### src/rtl/tdm_lsn_pkg.sv
package tdm_lsn_pkg;
  localparam int unsigned SLOTS_DEF    = 8;
  localparam int unsigned SAMPLE_W_DEF = 24;
  localparam int unsigned WORD_W_DEF   = 32;
  localparam int unsigned SYNC_N_DEF   = 2;
endpackage

### src/rtl/tdm_lsn_sync.sv
module tdm_lsn_sync #(
  parameter int unsigned N_BITS = 3,
  parameter int unsigned STAGES = 2
) (
  input  logic              clk,
  input  logic              rst_n,
  input  logic [N_BITS-1:0] din,
  output logic [N_BITS-1:0] dout
);
  logic [N_BITS-1:0] stg [STAGES];

  always_ff @(posedge clk) begin
    if (!rst_n) stg[0] <= '0;
    else        stg[0] <= din;
  end

  for (genvar s = 1; s < STAGES; s++) begin : g_stage
    always_ff @(posedge clk) begin
      if (!rst_n) stg[s] <= '0;
      else        stg[s] <= stg[s-1];
    end
  end

  assign dout = stg[STAGES-1];
endmodule

### src/rtl/tdm_lsn_deser.sv
module tdm_lsn_deser #(
  parameter int unsigned SLOTS    = 8,
  parameter int unsigned SAMPLE_W = 24,
  parameter int unsigned WORD_W   = 32
) (
  input  logic              clk,
  input  logic              rst_n,
  input  logic              bclk_s,
  input  logic              fclk_s,
  input  logic              data_s,
  output logic              samp_vld,
  output logic [WORD_W-1:0] samp_word,
  output logic              samp_last,
  output logic              ferr
);
  localparam int unsigned SLOT_W = $clog2(SLOTS);
  localparam int unsigned BIT_W  = $clog2(SAMPLE_W);

  logic              bclk_d, fclk_prev, armed, done;
  logic [SLOT_W-1:0] slot;
  logic [BIT_W-1:0]  bitc;
  logic [SAMPLE_W-2:0] shreg;
  logic bclk_rise, frame_edge, take_bit, last_bit, last_slot;
  logic [WORD_W-1:0] word_next;

  assign bclk_rise  = bclk_s & ~bclk_d;
  assign frame_edge = bclk_rise & fclk_s & ~fclk_prev;
  assign take_bit   = bclk_rise & armed & ~done;
  assign last_bit   = take_bit & (bitc == BIT_W'(SAMPLE_W-1));
  assign last_slot  = (slot == SLOT_W'(SLOTS-1));

  always_comb begin
    word_next = '0;
    word_next[SAMPLE_W-1:0] = {shreg, data_s};
    word_next[SAMPLE_W +: SLOT_W] = slot;
  end

  always_ff @(posedge clk) begin
    if (!rst_n) begin
      bclk_d    <= 1'b0;
      fclk_prev <= 1'b0;
      armed     <= 1'b0;
      done      <= 1'b0;
      slot      <= '0;
      bitc      <= '0;
      shreg     <= '0;
      samp_vld  <= 1'b0;
      samp_word <= '0;
      samp_last <= 1'b0;
      ferr      <= 1'b0;
    end else begin
      samp_vld <= 1'b0;
      ferr     <= 1'b0;
      bclk_d   <= bclk_s;
      if (bclk_rise) fclk_prev <= fclk_s;
      if (take_bit) begin
        shreg <= {shreg[SAMPLE_W-3:0], data_s};
        if (last_bit) begin
          bitc      <= '0;
          samp_vld  <= 1'b1;
          samp_word <= word_next;
          samp_last <= last_slot;
          if (last_slot) begin
            done <= 1'b1;
            slot <= '0;
          end else begin
            slot <= slot + 1'b1;
          end
        end else begin
          bitc <= bitc + 1'b1;
        end
      end
      // a frame edge on the last bit of slot 7 is a clean boundary
      if (frame_edge) begin
        armed <= 1'b1;
        done  <= 1'b0;
        bitc  <= '0;
        slot  <= '0;
        if (armed && !done && !(last_bit && last_slot)) ferr <= 1'b1;
      end
    end
  end

  // framing error is a single-cycle pulse
  p_ferr_pulse_r8: assert property (@(posedge clk) disable iff (!rst_n)
    ferr |=> !ferr);

  // with bit clock at most clk/4, samples never complete back to back
  p_samp_gap_r10: assert property (@(posedge clk) disable iff (!rst_n)
    samp_vld |=> !samp_vld);
endmodule

### src/rtl/tdm_lsn_skid.sv
module tdm_lsn_skid #(
  parameter int unsigned W = 33
) (
  input  logic         clk,
  input  logic         rst_n,
  input  logic         in_vld,
  input  logic [W-1:0] in_dat,
  output logic         out_vld,
  output logic [W-1:0] out_dat,
  input  logic         out_rdy,
  output logic         ovf
);
  logic [W-1:0] ent [2];
  logic         wp, rp;
  logic [1:0]   cnt;
  logic         pop, push, drop;

  assign out_vld = (cnt != 2'd0);
  assign out_dat = ent[rp];
  assign pop     = out_vld & out_rdy;
  assign push    = in_vld & ((cnt != 2'd2) | pop);
  assign drop    = in_vld & ~push;

  always_ff @(posedge clk) begin
    if (!rst_n) begin
      ent[0] <= '0;
      ent[1] <= '0;
      wp     <= 1'b0;
      rp     <= 1'b0;
      cnt    <= 2'd0;
      ovf    <= 1'b0;
    end else begin
      if (push) begin
        ent[wp] <= in_dat;
        wp      <= ~wp;
      end
      if (pop) rp <= ~rp;
      cnt <= cnt + {1'b0, push} - {1'b0, pop};
      if (drop) ovf <= 1'b1;
    end
  end

  // an offered beat is held unchanged until accepted
  p_hold_r5: assert property (@(posedge clk) disable iff (!rst_n)
    (out_vld && !out_rdy) |=> (out_vld && $stable(out_dat)));

  // overflow flag is sticky
  p_no_overflow_clear_r6: assert property (@(posedge clk) disable iff (!rst_n)
    $past(ovf) |-> ovf);

  // occupancy never exceeds two entries
  p_cnt_bound_r6: assert property (@(posedge clk) disable iff (!rst_n)
    cnt != 2'd3);
endmodule

### src/rtl/tdm_bus_listener.sv
module tdm_bus_listener
  import tdm_lsn_pkg::*;
#(
  parameter int unsigned SLOTS    = SLOTS_DEF,
  parameter int unsigned SAMPLE_W = SAMPLE_W_DEF,
  parameter int unsigned WORD_W   = WORD_W_DEF,
  parameter int unsigned SYNC_N   = SYNC_N_DEF
) (
  input  logic              clk,
  input  logic              rst_n,
  input  logic              bus_bclk,
  input  logic              bus_fclk,
  input  logic              bus_data,
  output logic [WORD_W-1:0] m_tdata,
  output logic              m_tvalid,
  input  logic              m_tready,
  output logic              m_tlast,
  output logic              ovf_flag,
  output logic              frame_err
);
  localparam int unsigned SLOT_W = $clog2(SLOTS);

  logic [2:0]        sync_q;
  logic              samp_vld, samp_last;
  logic [WORD_W-1:0] samp_word;

  tdm_lsn_sync #(.N_BITS(3), .STAGES(SYNC_N)) u_sync (
    .clk  (clk),
    .rst_n(rst_n),
    .din  ({bus_bclk, bus_fclk, bus_data}),
    .dout (sync_q)
  );

  tdm_lsn_deser #(.SLOTS(SLOTS), .SAMPLE_W(SAMPLE_W), .WORD_W(WORD_W)) u_deser (
    .clk      (clk),
    .rst_n    (rst_n),
    .bclk_s   (sync_q[2]),
    .fclk_s   (sync_q[1]),
    .data_s   (sync_q[0]),
    .samp_vld (samp_vld),
    .samp_word(samp_word),
    .samp_last(samp_last),
    .ferr     (frame_err)
  );

  tdm_lsn_skid #(.W(WORD_W + 1)) u_skid (
    .clk    (clk),
    .rst_n  (rst_n),
    .in_vld (samp_vld),
    .in_dat ({samp_last, samp_word}),
    .out_vld(m_tvalid),
    .out_dat({m_tlast, m_tdata}),
    .out_rdy(m_tready),
    .ovf    (ovf_flag)
  );

  // last flag coincides with the final slot index at the output
  p_last_slot_r4: assert property (@(posedge clk) disable iff (!rst_n)
    m_tvalid |-> (m_tlast == (m_tdata[SAMPLE_W +: SLOT_W] == SLOT_W'(SLOTS-1))));

  if (WORD_W > SAMPLE_W + SLOT_W) begin : g_pad_chk
    // padding bits above the slot field stay zero
    p_pad_zero_r3: assert property (@(posedge clk) disable iff (!rst_n)
      m_tvalid |-> (m_tdata[WORD_W-1:SAMPLE_W+SLOT_W] == '0));
  end
endmodule

### config.mk
export PLATFORM = sky130hd
export DESIGN_NAME = tdm_bus_listener
export DESIGN_NICKNAME = d
export VERILOG_FILES = /design/src/rtl/tdm_lsn_pkg.sv /design/src/rtl/tdm_lsn_sync.sv /design/src/rtl/tdm_lsn_deser.sv /design/src/rtl/tdm_lsn_skid.sv /design/src/rtl/tdm_bus_listener.sv
export SDC_FILE = /design/constraint.sdc
export NUM_CORES = 1
export LEC_CHECK = 0
export ABC_CLOCK_PERIOD_IN_PS = 2890
export BUFFER_PORTS_ARGS = -buffer_cell sky130_fd_sc_hd__buf_4
export CAP_MARGIN = 0
export CORE_MARGIN = 2
export CORE_UTILIZATION = 54
export DETAILED_ROUTE_END_ITERATION = 16
export GPL_TIMING_DRIVEN = 0
export HOLD_SLACK_MARGIN = 0.08
export PLACE_DENSITY = 0.76
export SLEW_MARGIN = 20
export SYNTH_ARGS = -nofsm -noshare
export SYNTH_HDL_FRONTEND = slang
export SYNTH_SLANG_ARGS = --single-unit
### constraint.sdc
create_clock -name clk -period 2.89 [get_ports clk]
set_input_delay 0.1445 -clock clk [delete_from_list [all_inputs] [get_ports clk]]
set_output_delay 0.1445 -clock clk [all_outputs]
set_load 0.02 [all_outputs]
Yosys cells after proc, flatten, opt, wreduce, memory -nomap -nowiden
Memories as Yosys holds them, arrays and structs flattened. A register that Yosys moved wholly into a read port is not among the register bits.
Index checks and enable logic that the tools add are counted.
{"block": "op_classes", "reduce_logical": 12, "add_sub_neg": 4, "bitwise": 19, "mux": 16, "n_eq_ne": 3}
{"cell": "$mux W28", "count": 1}
{"cell": "$reduce_or A28 Y1", "count": 1}
{"cell": "$mux W1", "count": 11}
{"cell": "$and A1 B1 Y1", "count": 9}
{"cell": "$mux W3", "count": 3}
{"cell": "$not A1 Y1", "count": 7}
{"cell": "$reduce_and A2 Y1", "count": 3}
{"cell": "$add A5 B1 Y5 const B", "count": 1}
{"cell": "$eq A5 B5 Y1 const B", "count": 1}
{"cell": "$mux W5", "count": 1}
{"cell": "$add A3 B1 Y3 const B", "count": 1}
{"cell": "$eq A3 B3 Y1 const B", "count": 1}
{"cell": "$logic_and A1 B1 Y1", "count": 3}
{"cell": "$or A1 B1 Y1", "count": 3}
{"cell": "$reduce_and A3 Y1", "count": 1}
{"cell": "$add A2 B1 Y2", "count": 1}
{"cell": "$logic_not A1 Y1", "count": 2}
{"cell": "$ne A2 B2 Y1 const B", "count": 1}
{"cell": "$reduce_bool A2 Y1", "count": 1}
{"cell": "$reduce_or A2 Y1", "count": 1}
{"cell": "$sub A2 B1 Y2", "count": 1}
{"block": "word_totals", "inputBits": 6, "output_inout_bits": 36, "word_cells": 71, "memories": 2, "ram_bits": 62, "register_bits": 70}
{"name": "u_skid.ent", "depth": 2, "word_bits": 28, "read_ports": 1, "rd_clocked_by_memory_dff": 1, "write_ports": 2, "line": "tdm_lsn_skid.sv:13", "source": "logic [W-1:0] ent [2];"}
{"name": "u_sync.stg", "depth": 2, "word_bits": 3, "read_ports": 2, "rd_clocked_by_memory_dff": 0, "write_ports": 2, "line": "tdm_lsn_sync.sv:10", "source": "logic [N_BITS-1:0] stg [STAGES];"}

Depth between registers and ports, before layout
{"block": "depth", "depth_word": 9, "depth_mapped": 7, "ltp_nobuf": 7}

Hierarchy
Synthesis repeated with hierarchy kept, for this count alone.
{"block": "hier_totals", "cells_unflattened": 514, "hier_area_um2": 5910.7}
{"module": "tdm_lsn_skid", "n_inst": 1, "cells_per_inst": 204, "seq_area_each_um2": 2102.0, "area_per_inst_um2": 3151.8}
{"module": "tdm_lsn_deser", "n_inst": 1, "cells_per_inst": 298, "seq_area_each_um2": 1301.2, "area_per_inst_um2": 2601.2}
{"module": "tdm_lsn_sync", "n_inst": 1, "cells_per_inst": 12, "seq_area_each_um2": 120.1, "area_per_inst_um2": 157.7}

Worst setup path after synthesis
OpenSTA, ideal clock, no wires.
{"block": "synth_path", "path_kind": "register -> register", "from": "register u_skid.cnt[1]", "to": "memory u_skid.ent[0][0] (netlist name), enable pin", "path_slack_ns": -0.200, "period_less_slack_ns": 3.090, "stages_incl_launch_ff": 3, "arrival_time_ns": 2.634, "required_time_ns": 2.434, "setup_time_ns": 0.456, "path_buffers": 0, "cell_sequence": "dfxtp_1 -> nor3b_2 -> o31ai_1"}
{"element": "start, declared", "line": "tdm_lsn_skid.sv:15", "source": "logic [1:0] cnt;"}
{"element": "start signal, assigned", "line": "tdm_lsn_skid.sv:38", "source": "cnt <= cnt + {1'b0, push} - {1'b0, pop};"}
{"element": "end, declared", "line": "tdm_lsn_skid.sv:13"}

==> key figures <==
Logic synthesis
  – Area leader, netlist: edfxtp_1
  – Top cell type's share of synthesized area: 0.308
  – Synth async-reset ratio: 0
  – Post-synthesis cell count: 486
  – Sequential-to-total area share from yosys stat: 0.591
  – Ys flop type: dfxtp_1
  – Synth warn: 0
  – Mean Syn Cell Area: 11.2 um2
  – Synth area leaders: edfxtp_1 31%, dfxtp_1 28%, and2_1 7.5%
  – Distinct cells, synth: 40
  – Number of synthesized flops with an enable pin: 56
  – Synth Register Bits: 133
  – Post-Syn Area: 5460 um2

STA
  – Fmax: 0.478 GHz
  – Final period util: 0.725
  – Worst Max-Slew Pin Slew: 685 ps
  – Hold Vio Cnt, Final: 0
  – Setup violators final: 0
  – Setup repair after global routing missed its margin: false
  – Hold slack: 214 ps
  – Min cycle time layout: 2090 ps
  – Post-Route Skew: 7.88 ps
  – Slew Limit Fails: 0
  – Slew headroom: 0.540

Layout
  – Post-route cell area: 6560 um2
  – Syn-to-layout area delta: 20.2%
  – Final nets: 562
  – Layout cell share with drive strength beyond 1: 0.206
  – Diode count: 0
  – Fillers: 736

Drt
  – 1st-pass router iterations: 4
  – Vias per cell: 5.08
  – Routed len/inst: 14.4 um
  – Routed Antenna Nets: 0
  – Via count of the routed design: 3,540
  – Number of remaining DRC errors: 0
  – Iter 0 DRT Violations: 151
  – WL final: 10,100 um

Floorplan
  – Placeable Area: 9770 um2
  – Die span in y: 105 um
  – Initial Utilization: 0.558
  – Die W: 105 um
  – # IOs: 42
  – # rows: 36
  – Die area: 10,900 um2

CTS
  – H-tree Lvls: 4
  – Clk Latency, worst-skew pair: 520 ps
  – Cts repair resizes: 0
  – Root buffer cell: clkbuf_8
  – Post-CTS Hold Fix Bufs: 4
  – Num CTS Buffers: 17
  – CTS tree: done
  – Setup Fix Bufs, Post-CTS: 0
  – Clock transition at path regs: 50 ps
  – Clock net sink count: 133
  – Max Root-Sink Buffers: 2

Critical path
  – Critical path class: reg -> reg
  – Critical path required time: 3120 ps
  – Crit end category: flop
  – Worst r2r dst: u_skid.ent[1][20]$_SDFFCE_PN0P_
  – Reg2reg start: u_skid.cnt[1]$_SDFF_PN0_
  – CP Data Arrival Time: 2320 ps
  – Critical path launch point: u_skid.cnt[1]$_SDFF_PN0_
  – Crit start category: flop
  – Worst Setup EP: u_skid.ent[1][20]$_SDFFCE_PN0P_
  – CP max FO: 17
  – Reg2reg setup slack: 800 ps
  – Worst Reg-to-Reg Cells: 5

Power
  – Lkg Pwr: 2.42 nW
  – Max IR drop VDD: 367 uV
  – PwrDens: 669 nW/um2

Place
  – Port bufs: 35
  – Post-DP Area: 5970 um2
  – Routability cong.: 0.768
  – Final HPWL DP: 6760 um

Global routing
  – Largest net degree at the start of global routing: 18
  – Initial antenna violation count: 0
  – First-pass GRT wire length: 16,600 um
  – Gr usage total: 0.196
  – Grt ovf: 0
  – Vias in the first global route: 3,558

Status
  – Status: finished clean

Run
  – Maxcap violations: 0

Worst hold path
  – Hold crit path type: in -> reg
worst max-delay path: stages, from the launching register on:
cell and delay, ps:
dfxtp_1 330, nor3b_2 200, nor3b_1 390, buf_2 290
nand2b_2 380, buf_16 210
report_power, final:
group / internal [mW] / switching [mW]
sequential: 2.01 / 0.0184
combinational: 0.181 / 0.206
clock: 1.26 / 0.713
synth_stat cells (2+ instances only):
cell and number:
a21boi_1 23, a21oi_1 10, and2_1 65, and4b_1 2, buf_2 11, buf_4 5, buf_6 3, clkbuf_1 16
dfxtp_1 77, edfxtp_1 56, ha_1 5, inv_1 4, mux2_2 28, mux2i_1 27, nand2_1 106, nand2b_1 3
nand3_1 4, nand4_1 2, nor2_1 4, nor2b_1 4, o21a_1 2, o21ai_0 6, o21ai_1 3, or3_1 2
xnor2_1 3
flip-flops by register name (all words and copies together), names as in the netlist, 2 cells and up, named ones only:
register and cells:
u_sync.stg 6, u_deser.samp_word 27, u_skid.cnt 2, u_skid.ent 56, u_deser.shreg 23, u_deser.slot 3, u_deser.bitc 5
per-stage QoR:
| step | utilization | setup slack (ps) | cells | TNS [ps] | power (mW) |
|---|---|---|---|---|---|
| 2_1_floorplan | - | 675 | 490 | 0 | 2.32 |
| 3_3_place_gp | 0.604 | -1.76 | 658 | -13.8 | 2.44 |
| 3_5_place_dp | 0.610 | 784 | 661 | 0 | 2.45 |
| 4_1_cts | 0.671 | 765 | 697 | 0 | 4.43 |
| 5_1_grt | 0.671 | 660 | 697 | 0 | 4.53 |
| 6_report | 0.671 | 796 | 697 | 0 | 4.39 |
per-layer routing:
metal	routed length, um	share of wire	global-route usage
met1	4460	0.44	0.229
met2	4950	0.49	0.336
met3	449	0.045	0.0583
met4	189	0.019	0.0782
met5	0	0	0
how the worst min path moves through the flow:
stage | startpoint | end | slack [ps] | cells after the start
after global placement | bus_data | u_sync.stg[0][0]$_SDFF_PN0_ | 350 | 2
after CTS | rst_n | u_deser.samp_word[0]$_SDFFE_PN0P_ | 200 | 4
after detailed placement | bus_data | u_sync.stg[0][0]$_SDFF_PN0_ | 360 | 2
final | rst_n | u_deser.samp_word[24]$_SDFFE_PN0P_ | 210 | 4
after floorplan | bus_data | u_sync.stg[0][0]$_SDFF_PN0_ | 270 | 1
after global routing | rst_n | u_deser.samp_word[24]$_SDFFE_PN0P_ | 240 | 4
logic make-up (layout without fill, tap and decap cells):
group	Yosys count	after routing	synth area share
compound gates	48	48	0.0580
xor+xnor	3	3	0.00482
simple gates	202	202	0.190
fa+ha+maj	5	5	0.0115
buf+inv	39	113	0.0369
other cells	1	5	0.000687
mux	55	55	0.107
flops	133	133	0.591
cell usage in the layout, fill, tap and decap left out, types with 2 or more instances in the layout:
cell type / instances
a21boi_1: 23
a21oi_1: 10
and2_1: 65
and4b_1: 2
buf_2: 11
buf_4: 40
buf_6: 5
clkbuf_1: 24
clkbuf_16: 17
clkbuf_8: 4
clkinv_2: 2
conb_1: 5
dfxtp_1: 77
dlygate4sd3_1: 4
edfxtp_1: 56
ha_1: 5
inv_1: 4
mux2_2: 28
mux2i_1: 27
nand2_1: 106
nand2b_1: 2
nand3_1: 4
nand4_1: 2
nor2_1: 4
nor2b_1: 4
o21a_1: 2
o21ai_0: 6
o21ai_1: 3
or3_1: 2
xnor2_1: 3
final cells by class:
class	count	area, um2	area share
Sequential cell	133	3220	0.492
Multi-Input combinational cell	318	2060	0.315
Clock buffer	29	510	0.0779
Timing Repair Buffer	42	353	0.0538
Buffer	35	186	0.0284
Tap cell	133	166	0.0254
Clock inverter	3	40.0	0.00611
Inverter	4	15.0	0.00229
No activity file was read; power rests on OpenSTA's default activity.
